==> src/rtl/lvl_intc_pkg.sv <==
package lvl_intc_pkg;
  localparam int NUM_SRC   = 64;
  localparam int SRC_W     = $clog2(NUM_SRC);
  localparam int LVL_W     = 3;
  localparam int PRI_W     = 3;
  localparam int KEY_W     = LVL_W + PRI_W;
  localparam int NUM_FIXED = 7;
  localparam int DATA_W    = 32;
  localparam int ADDR_W    = 7;
  localparam int PAGE_W    = ADDR_W - SRC_W;

  localparam logic [PRI_W-1:0]  FIX_PRI     = 3'd4;
  localparam logic [ADDR_W-1:0] ADDR_MASK_LO = 7'h00;
  localparam logic [ADDR_W-1:0] ADDR_MASK_HI = 7'h04;
  localparam logic [PAGE_W-1:0] CTRL_PAGE    = 1'b1;
endpackage

==> src/rtl/lvl_intc_regs.sv <==
module lvl_intc_regs
  import lvl_intc_pkg::*;
(
  input  logic                            clk,
  input  logic                            rst_n,
  input  logic                            wr_i,
  input  logic [ADDR_W-1:0]               addr_i,
  input  logic [DATA_W-1:0]               wdata_i,
  output logic [DATA_W-1:0]               rdata_o,
  output logic [NUM_SRC-1:0]              mask_o,
  output logic                            mask_all_o,
  output logic [NUM_SRC-1:0][KEY_W-1:0]   key_o
);
  logic [DATA_W-1:0] mask_lo_q, mask_lo_d;
  logic [DATA_W-1:0] mask_hi_q, mask_hi_d;
  logic              mask_lo_en, mask_hi_en;
  logic              ctrl_hit;

  assign ctrl_hit = (addr_i[ADDR_W-1:SRC_W] == CTRL_PAGE);

  // next state for the mask words
  always_comb begin
    mask_lo_en = wr_i && (addr_i == ADDR_MASK_LO);
    mask_hi_en = wr_i && (addr_i == ADDR_MASK_HI);
    mask_lo_d  = wdata_i;
    mask_hi_d  = wdata_i;
  end

  always_ff @(posedge clk or negedge rst_n) begin
    if (!rst_n) begin
      mask_lo_q <= '1;
    end else if (mask_lo_en) begin
      mask_lo_q <= mask_lo_d;
    end
  end

  always_ff @(posedge clk or negedge rst_n) begin
    if (!rst_n) begin
      mask_hi_q <= '1;
    end else if (mask_hi_en) begin
      mask_hi_q <= mask_hi_d;
    end
  end

  assign mask_o     = {mask_hi_q, mask_lo_q};
  assign mask_all_o = mask_lo_q[0];

  // per-source control bytes: none for slot 0, hard-wired for the external lines
  genvar gi;
  generate
    for (gi = 0; gi < NUM_SRC; gi++) begin : g_ctrl
      if (gi == 0) begin : g_none
        assign key_o[gi] = '0;
      end else if (gi <= NUM_FIXED) begin : g_fixed
        assign key_o[gi] = {LVL_W'(gi), FIX_PRI};
      end else begin : g_prog
        logic             ctrl_en;
        logic [KEY_W-1:0] ctrl_d, ctrl_q;
        always_comb begin
          ctrl_en = wr_i && ctrl_hit && (addr_i[SRC_W-1:0] == SRC_W'(gi));
          ctrl_d  = wdata_i[KEY_W-1:0];
        end
        always_ff @(posedge clk or negedge rst_n) begin
          if (!rst_n) begin
            ctrl_q <= '0;
          end else if (ctrl_en) begin
            ctrl_q <= ctrl_d;
          end
        end
        assign key_o[gi] = ctrl_q;
      end
    end
  endgenerate

  // read mux
  always_comb begin
    rdata_o = '0;
    if (ctrl_hit) begin
      rdata_o = {{(DATA_W-KEY_W){1'b0}}, key_o[addr_i[SRC_W-1:0]]};
    end else if (addr_i == ADDR_MASK_LO) begin
      rdata_o = mask_lo_q;
    end else if (addr_i == ADDR_MASK_HI) begin
      rdata_o = mask_hi_q;
    end
  end
endmodule

==> src/rtl/lvl_intc_pend.sv <==
module lvl_intc_pend
  import lvl_intc_pkg::*;
(
  input  logic               clk,
  input  logic               rst_n,
  input  logic [NUM_SRC-1:0] src_i,
  input  logic [NUM_SRC-1:0] mask_i,
  input  logic               mask_all_i,
  output logic [NUM_SRC-1:0] pend_o,
  output logic [NUM_SRC-1:0] act_o
);
  logic [NUM_SRC-1:0] pend_d, pend_q;

  // slot 0 is not a source
  always_comb begin
    pend_d    = src_i;
    pend_d[0] = 1'b0;
  end

  always_ff @(posedge clk or negedge rst_n) begin
    if (!rst_n) begin
      pend_q <= '0;
    end else begin
      pend_q <= pend_d;
    end
  end

  assign pend_o = pend_q;
  assign act_o  = pend_q & ~mask_i & {NUM_SRC{~mask_all_i}};
endmodule

==> src/rtl/lvl_intc_arb.sv <==
module lvl_intc_arb
  import lvl_intc_pkg::*;
(
  input  logic [NUM_SRC-1:0]            act_i,
  input  logic [NUM_SRC-1:0][KEY_W-1:0] key_i,
  output logic                          win_vld_o,
  output logic [KEY_W-1:0]              win_key_o,
  output logic [SRC_W-1:0]              win_idx_o
);
  localparam int NODES = 2 * NUM_SRC;

  // heap-ordered tree: node k combines 2k (lower numbers) and 2k+1
  logic             nv [1:NODES-1];
  logic [KEY_W-1:0] nk [1:NODES-1];
  logic [SRC_W-1:0] ni [1:NODES-1];

  genvar gl;
  generate
    for (gl = 0; gl < NUM_SRC; gl++) begin : g_leaf
      logic elig;
      assign elig             = act_i[gl] && (key_i[gl][KEY_W-1 -: LVL_W] != '0);
      assign nv[NUM_SRC + gl] = elig;
      assign nk[NUM_SRC + gl] = elig ? key_i[gl] : '0;
      assign ni[NUM_SRC + gl] = elig ? SRC_W'(gl) : '0;
    end
    for (gl = 1; gl < NUM_SRC; gl++) begin : g_node
      logic take_r;
      // right side wins only when strictly larger; equal keeps the lower number
      assign take_r = nv[2*gl+1] && (!nv[2*gl] || (nk[2*gl+1] > nk[2*gl]));
      assign nv[gl] = nv[2*gl] || nv[2*gl+1];
      assign nk[gl] = take_r ? nk[2*gl+1] : nk[2*gl];
      assign ni[gl] = take_r ? ni[2*gl+1] : ni[2*gl];
    end
  endgenerate

  assign win_vld_o = nv[1];
  assign win_key_o = nk[1];
  assign win_idx_o = ni[1];
endmodule

==> src/rtl/lvl_intc.sv <==
module lvl_intc
  import lvl_intc_pkg::*;
(
  input  logic               clk,
  input  logic               rst_n,
  input  logic               bus_wr_i,
  input  logic [ADDR_W-1:0]  bus_addr_i,
  input  logic [DATA_W-1:0]  bus_wdata_i,
  output logic [DATA_W-1:0]  bus_rdata_o,
  input  logic [NUM_SRC-1:0] src_irq_i,
  output logic               irq_req_o,
  output logic [LVL_W-1:0]   irq_level_o,
  output logic [SRC_W-1:0]   irq_src_o
);
  logic [1:0]                      rst_sync_q;
  logic                            rst_sync_n;
  logic [NUM_SRC-1:0]              mask_vec;
  logic                            mask_all;
  logic [NUM_SRC-1:0][KEY_W-1:0]   key_vec;
  logic [NUM_SRC-1:0]              pend_vec;
  logic [NUM_SRC-1:0]              act_vec;
  logic                            win_vld;
  logic [KEY_W-1:0]                win_key;
  logic [SRC_W-1:0]                win_idx;

  // asynchronous assertion, synchronous release
  always_ff @(posedge clk or negedge rst_n) begin
    if (!rst_n) begin
      rst_sync_q <= 2'b00;
    end else begin
      rst_sync_q <= {rst_sync_q[0], 1'b1};
    end
  end
  assign rst_sync_n = rst_sync_q[1];

  lvl_intc_regs u_regs (
    .clk        (clk),
    .rst_n      (rst_sync_n),
    .wr_i       (bus_wr_i),
    .addr_i     (bus_addr_i),
    .wdata_i    (bus_wdata_i),
    .rdata_o    (bus_rdata_o),
    .mask_o     (mask_vec),
    .mask_all_o (mask_all),
    .key_o      (key_vec)
  );

  lvl_intc_pend u_pend (
    .clk        (clk),
    .rst_n      (rst_sync_n),
    .src_i      (src_irq_i),
    .mask_i     (mask_vec),
    .mask_all_i (mask_all),
    .pend_o     (pend_vec),
    .act_o      (act_vec)
  );

  lvl_intc_arb u_arb (
    .act_i      (act_vec),
    .key_i      (key_vec),
    .win_vld_o  (win_vld),
    .win_key_o  (win_key),
    .win_idx_o  (win_idx)
  );

  assign irq_req_o   = win_vld;
  assign irq_level_o = win_key[KEY_W-1 -: LVL_W];
  assign irq_src_o   = win_idx;
endmodule

==> config.mk <==
export PLATFORM = sky130hd
export DESIGN_NAME = lvl_intc
export DESIGN_NICKNAME = d
export VERILOG_FILES = /design/src/rtl/lvl_intc_pkg.sv /design/src/rtl/lvl_intc_regs.sv /design/src/rtl/lvl_intc_pend.sv /design/src/rtl/lvl_intc_arb.sv /design/src/rtl/lvl_intc.sv
export SDC_FILE = /design/constraint.sdc
export NUM_CORES = 2
export LEC_CHECK = 0
export BUFFER_PORTS_ARGS = -buffer_cell sky130_fd_sc_hd__buf_4
export CORE_UTILIZATION = 48
export CTS_CLUSTER_DIAMETER = 30
export DETAILED_ROUTE_END_ITERATION = 6
export MAX_ROUTING_LAYER = met4
export PLACE_DENSITY = 0.69
export SYNTH_ARGS = -nofsm -noshare
export SYNTH_HDL_FRONTEND = slang
export SYNTH_SLANG_ARGS = --single-unit
export TNS_END_PERCENT = 20
==> constraint.sdc <==
create_clock -name clk -period 36.7 [get_ports clk]
set_input_delay 3.67 -clock clk [delete_from_list [all_inputs] [get_ports clk]]
set_output_delay 3.67 -clock clk [all_outputs]
set_load 0.05 [all_outputs]
Word-level counts from Yosys, hierarchy flattened
Index checks and enable logic that the tools add are counted.
W data, S select, Z words.
{ "totals": {"regBits": 465, "n_memories": 0, "ramBits": 0, "rom_bits": 0, "in_bits": 106, "latchBits": 0} }
{ "op_classes": {"add_sub_neg": 0, "reduce_logical": 420, "n_mux": 255, "n_lt_le_gt_ge": 63, "bitwise": 4, "div_mod_pow": 0, "n_eq_ne": 57, "shifts": 0, "n_mul": 0} }
{ "op_table": {"columns": ["cell", "count"], "rows": [
  ["$mux W6", 217],
  ["$gt A6 B6 Y1", 61],
  ["$eq A6 B6 Y1 const B", 32],
  ["$logic_and A1 B1 Y1", 177],
  ["$reduce_bool A3 Y1", 56],
  ["$and A64 B64 Y64", 2],
  ["$logic_or A1 B1 Y1", 124],
  ["$eq A6 B5 Y1 const B", 16],
  ["$mux W32", 3],
  ["$mux W5", 18],
  ["$not A64 Y64", 1],
  ["$logic_not A1 Y1", 62],
  ["$eq A6 B4 Y1 const B", 8],
  ["$bmux W6 S6", 1],
  ["$mux W4", 9],
  ["$mux W3", 4],
  ["$eq A7 B3 Y1 const B", 1],
  ["$logic_not A7 Y1", 1],
  ["$lt A6 B7 Y1 const B", 1],
  ["$gt A6 B4 Y1", 1],
  ["$mux W2", 2],
  ["$mux W1", 1],
  ["$not A1 Y1", 1]
]} }

Longest topological paths before layout
{ "depth": {"ltp_word": 29, "depth_mapped": 76, "ltp_nobuf": 66} }

Cells and area by module
From an unflattened synthesis, not the netlist that was laid out.
{ "unflattened": {"hier_cells": 3973, "area_unflattened_um2": 39243.9} }
{ "modules_own_cells": {"columns": ["module", "area_each_um2", "cells_each", "seq_area_each_um2", "n_inst"], "rows": [
  ["lvl_intc_regs", 18667.9, 1249, 10089.7, 1],
  ["lvl_intc_arb", 18022.3, 2585, 0.0, 1],
  ["lvl_intc_pend", 2499.9, 136, 1576.5, 1],
  ["lvl_intc", 53.8, 3, 50.0, 1]
]} }

Least setup slack after synthesis
No wires, ideal clock.
{ "synth_timing": {"kind": "register to output", "startpoint": "reg u_regs.mask_lo_q[0]", "endpoint": "out irq_src_o[4]", "path_slack_ns": 19.121, "arrival_ns": 13.909, "path_stages_with_launch": 72, "cell_sequence": "dfstp_2 buf_6 buf_8 buf_6 clkbuf_1 nor3b_1 o31a_1 and2_1 ha_1 nor2b_1 o21a_1 o21a_1 o21a_1 o21a_1 o21ai_0 a21oi_1 a21oi_1 inv_1 [... 36 more ...] a21oi_1 o21ai_0 nand2_1 inv_1 clkbuf_1 nor2_1 a21oi_1 ha_1 nor2b_1 o21a_1 o21a_1 o21ai_0 nand2b_1 a21oi_1 o21ai_0 o21a_1 buf_1 o21ai_0"} }
{ "synth_via": {"elab_chain_len": 28} }
{ "synth_rtl": {"columns": ["element", "line", "text"], "rows": [
  ["from (decl)", "lvl_intc_regs.sv:14", "logic [DATA_W-1:0] mask_lo_q, mask_lo_d;"],
  ["from (signal assigned)", "lvl_intc_regs.sv:33", "mask_lo_q <= mask_lo_d;"],
  ["$not A1 Y1 (*)", "lvl_intc_pend.sv:29", "assign act_o = pend_q & ~mask_i & {NUM_SRC{~mask_all_i}};"],
  ["$and A64 B64 Y64 (*)", "lvl_intc_pend.sv:29", null],
  ["$logic_and A1 B1 Y1", "lvl_intc_arb.sv:21", "assign elig = act_i[gl] && (key_i[gl][KEY_W-1 -: LVL_W] != '0);"],
  ["$mux W6", "lvl_intc_arb.sv:23", "assign nk[NUM_SRC + gl] = elig ? key_i[gl] : '0;"],
  ["$gt A6 B6 Y1", "lvl_intc_arb.sv:29", "assign take_r = nv[2*gl+1] && (!nv[2*gl] || (nk[2*gl+1] > nk[2*gl]));"],
  ["$logic_or A1 B1 Y1", "lvl_intc_arb.sv:29", null],
  ["$logic_and A1 B1 Y1", "lvl_intc_arb.sv:29", null],
  ["$mux W6", "lvl_intc_arb.sv:31", "assign nk[gl] = take_r ? nk[2*gl+1] : nk[2*gl];"],
  ["[... 12 more ...]", null, null],
  ["$gt A6 B6 Y1", "lvl_intc_arb.sv:29", null],
  ["$logic_or A1 B1 Y1", "lvl_intc_arb.sv:29", null],
  ["$logic_and A1 B1 Y1", "lvl_intc_arb.sv:29", null],
  ["$mux W6", "lvl_intc_arb.sv:31", null],
  ["$gt A6 B6 Y1", "lvl_intc_arb.sv:29", null],
  ["$logic_or A1 B1 Y1", "lvl_intc_arb.sv:29", null],
  ["$logic_and A1 B1 Y1", "lvl_intc_arb.sv:29", null],
  ["$mux W6 (*)", "lvl_intc_arb.sv:32", "assign ni[gl] = take_r ? ni[2*gl+1] : ni[2*gl];"],
  ["to (decl)", "lvl_intc.sv:13", "output logic [SRC_W-1:0] irq_src_o"]
]} }
Mark *: on every way between the ends. The rest lies on a longest branch, timed or not.

Final worst setup path
{ "layout_timing": {"startpoint": "reg u_regs.mask_lo_q[0]", "endpoint": "out irq_src_o[3]"} }
Same word-level chain as after synthesis.

==> results.py <==
metrics = {
    "cts": {
        "cts_setup_buffers": 0,
        "holdBufCountCts": 0,
        "clkSinkCount": 465,
        "h-tree-depth": 3,
        "cts_resized": 0,
        "clkLatencyLatePin_ns": 0.70,
        "cts_tree": "done",
        "path_clk_slew_ns": 0.04,
        "clockBufferDepth": 3,
        "cts_root_buffer": "clkbuf_16",
        "numCtsBuffers": 117,
    },
    "setup_path": {
        "critPathKind": "reg2out",
        "r2r-end": "u_regs.g_ctrl[43].g_prog.ctrl_q[4]",
        "end_kind": "output port",
        "reg2reg_from": "rst_sync_q[1]",
        "cpMostUsedCell": "o21a_1",
        "critPathArrivalTime_ns": 15.74,
        "worstRegToRegCells": 2,
        "worstSetupStartpointType": "flip-flop",
        "cp.required_ns": 33.03,
        "cpMaxStageDelayCell": "nor3b_1",
        "ff2ff_setup_slack_ns": 34.10,
        "critical-path-max-stage-delay_ns": 0.82,
        "cp_max_fo": 28,
    },
    "min_path": {
        "min_from": "rst_sync_q[0]",
        "hp-class": "reg2reg",
        "min_to": "rst_sync_q[1]",
        "holdPathStages": 0,
    },
    "final_layout": {
        "drive_above_1_share_pct": 27.5,
        "final_common_cell": "mux2_2",
        "regArea_mm2": 0.0117,
        "multi_input_comb_area_mm2": 0.0234,
        "final_cell_mix": "425 x mux2_2, 400 x dfrtp_1, 387 x nand2_1",
        "nets": 4197,
        "fin_util_pct": 57.0,
        "final_area_mm2": 0.0427,
        "area_delta_synth_final_pct": 17.0,
        "fillerInstances": 6429,
    },
    "pwr": {
        "vdd_drop_max_mv": 0.0947,
        "switching_share_pct": 36.9,
        "finalPower_mw": 2.66,
        "leakage_nw": 19.8,
        "p_int_mw": 1.68,
        "power_density_mw_per_mm2": 62.4,
        "power_frac_seq_pct": 22.8,
        "clock_power_share_pct": 41.4,
        "combPwrFrac_pct": 35.8,
        "p_switching_mw": 0.983,
    },
    "floorplanning": {
        "die_x_um": 278,
        "dieArea_mm2": 0.0770,
        "core-area_mm2": 0.0748,
        "std_cell_rows": 100,
        "io_pins": 148,
        "initial_core_util_pct": 48.7,
        "die_y_um": 278,
    },
    "placement": {
        "portBuffers": 146,
        "place_congestion": 0.958,
        "place_area_mm2": 0.0383,
        "dp_hpwl_um": 81200,
        "pre_cts_slack_ns": 18.37,
    },
    "grt": {
        "grt_max_degree": 77,
        "grt_pass1_vias": 29600,
        "grt_use_total_pct": 29.7,
        "globalRouteOverflowTotal": 0,
        "antenna_found_initial": 5,
        "grt_pass1_wl_um": 173000,
    },
    "sta": {
        "slew_viol_final": 0,
        "max_freq_mhz": 51.5,
        "rsz0062_at_grt": "no",
        "period_needed_ns": 19.41,
        "setup_viol": 0,
        "fin_crit_sh_pct": 52.9,
        "finalHoldViolCount": 0,
        "fin_ws_ns": 17.29,
        "setup_tns_ns": 0,
        "tightest_slew_ns": 1.27,
        "relSlewSlack_pct": 14.8,
        "clock_skew_ns": 0.0307,
    },
    "routing": {
        "via_count": 29900,
        "detail-route-antenna-nets": 0,
        "routed_wl_um": 111000,
        "dr.pass1.iters": 6,
        "drc": 0,
        "avgViaCountPerCell": 6.18,
        "drt-initial-drc-count": 2400,
        "post_drt_wl_per_cell_um": 23.0,
    },
    "yosys": {
        "syn_inst": 3612,
        "ys.flop_type": "dfrtp_1",
        "synth_top_area_share_pct": 27.5,
        "ys_seq_area_share_pct": 32.1,
        "syn_nets": 4050,
        "ys.warnings.count": 0,
        "synthTopCellsByArea": "dfrtp_1 28%, mux2_2 13%, ha_1 11%",
        "async_flop_share_pct": 100,
        "ys_types": 106,
        "synth_area_leader_cell": "dfrtp_1",
        "synth_area_mm2": 0.0365,
        "synth_edf_count": 0,
        "synth_seq_cells": 465,
        "syn_area_per_cell_um2": 10.1,
    },
    "status": {
        "outcome": "finished clean",
    },
    "flow_run": {
        "max_cap_viol_count": 0,
    },
}
how the worst max path moves through the flow:
| stage | startpoint | to | slack (ns) | cells past startpoint |
|---|---|---|---|---|
| after floorplan | u_regs.mask_lo_q[0] | irq_src_o[4] | 19.12 | 71 |
| after global placement | u_regs.mask_lo_q[0] | irq_src_o[3] | 18.47 | 64 |
| after detailed placement | u_regs.mask_lo_q[0] | irq_src_o[3] | 18.37 | 65 |
| after CTS | u_regs.mask_lo_q[0] | irq_src_o[3] | 17.61 | 64 |
| after global routing | u_regs.mask_lo_q[0] | irq_src_o[3] | 16.47 | 65 |
| final | u_regs.mask_lo_q[0] | irq_src_o[3] | 17.29 | 65 |
metrics by stage:
step / hold slack [ns] / std cells
3_5_place_dp: 0.343 / 4609
2_1_floorplan: 0.331 / 3612
3_3_place_gp: 0.332 / 4609
5_1_grt: 0.361 / 4836
6_report: 0.349 / 4837
4_1_cts: 0.352 / 4832
worst max-delay path, delay by kind of cell, from the launching register on:
kind / cells / cell delay, ns
compound gates: 39 / 8.16
simple gates: 14 / 3.01
fa+ha+maj: 6 / 1.71
mux: 2 / 0.77
buf+inv: 4 / 0.73
flops: 1 / 0.61
registers in the layout, summed over array words and instances (netlist names):
register,flops
u_regs.g_ctrl.g_prog.ctrl_q,336
u_pend.pend_o,63
u_regs.mask_hi_q,32
u_regs.mask_lo_q,32
rst_sync_q,2
logic make-up (layout without fill, tap and decap cells):
kind of cell	after synthesis	in the layout	share of synthesized area, %
simple gates	1053	1053	14.9
fa+ha+maj	332	332	11.4
other cells	1	6	0.0103
xor+xnor	2	2	0.0687
flops	465	465	32.1
buf+inv	344	595	3.73
mux	645	645	22.9
compound gates	770	770	14.9
power by group through the flow:
stage / Clock (mW) / Sequential, mW / Combinational (mW)
detailed placement: 0 / 0.613 / 0.931
global route: 1.14 / 0.613 / 1.03
CTS: 1.11 / 0.606 / 0.937
floorplan: 0 / 0.600 / 0.685
global placement: 0 / 0.611 / 0.917
finish: 1.10 / 0.608 / 0.953
Yosys cell counts, types with 10 or more instances:
master / n
mux4_2: 106
nand2b_1: 33
buf_2: 18
or2_2: 11
a22o_1: 33
inv_1: 204
mux2_2: 425
or3_1: 14
and4_1: 17
clkbuf_1: 92
o211ai_1: 18
a31oi_1: 26
dfstp_2: 64
nor2_1: 181
nand2_1: 389
o21a_1: 120
mux2i_1: 110
nor2b_1: 45
and2_1: 162
nand4_1: 41
nor3b_2: 21
ha_1: 332
o22ai_1: 22
nor3b_1: 30
a211oi_1: 23
a21o_1: 29
o31a_1: 46
a21oi_1: 136
nand3_1: 42
a32oi_1: 14
o22a_1: 12
o21ai_0: 134
a22oi_1: 10
buf_1: 20
dfrtp_1: 401
nor3_1: 26
o31ai_1: 26
routing by layer:
metal	GRT usage, %	wire length, um	vias to the layer above
met4	10.2	3420	0
met1	38.8	48300	15000
met5	-	0	-
met2	45.7	51000	991
li1	-	-	13700
met3	6.47	8620	204
area by class of cell:
class,instances,area share (%)
antenna,5,0.0293
clock buffer,144,7.41
clock inverter,79,2.68
timing repair buffer,164,2.89
multi-input combinational,2803,54.8
tap,969,2.84
sequential,465,27.5
inverter,208,1.83
No activity file was read; power rests on OpenSTA's default activity.
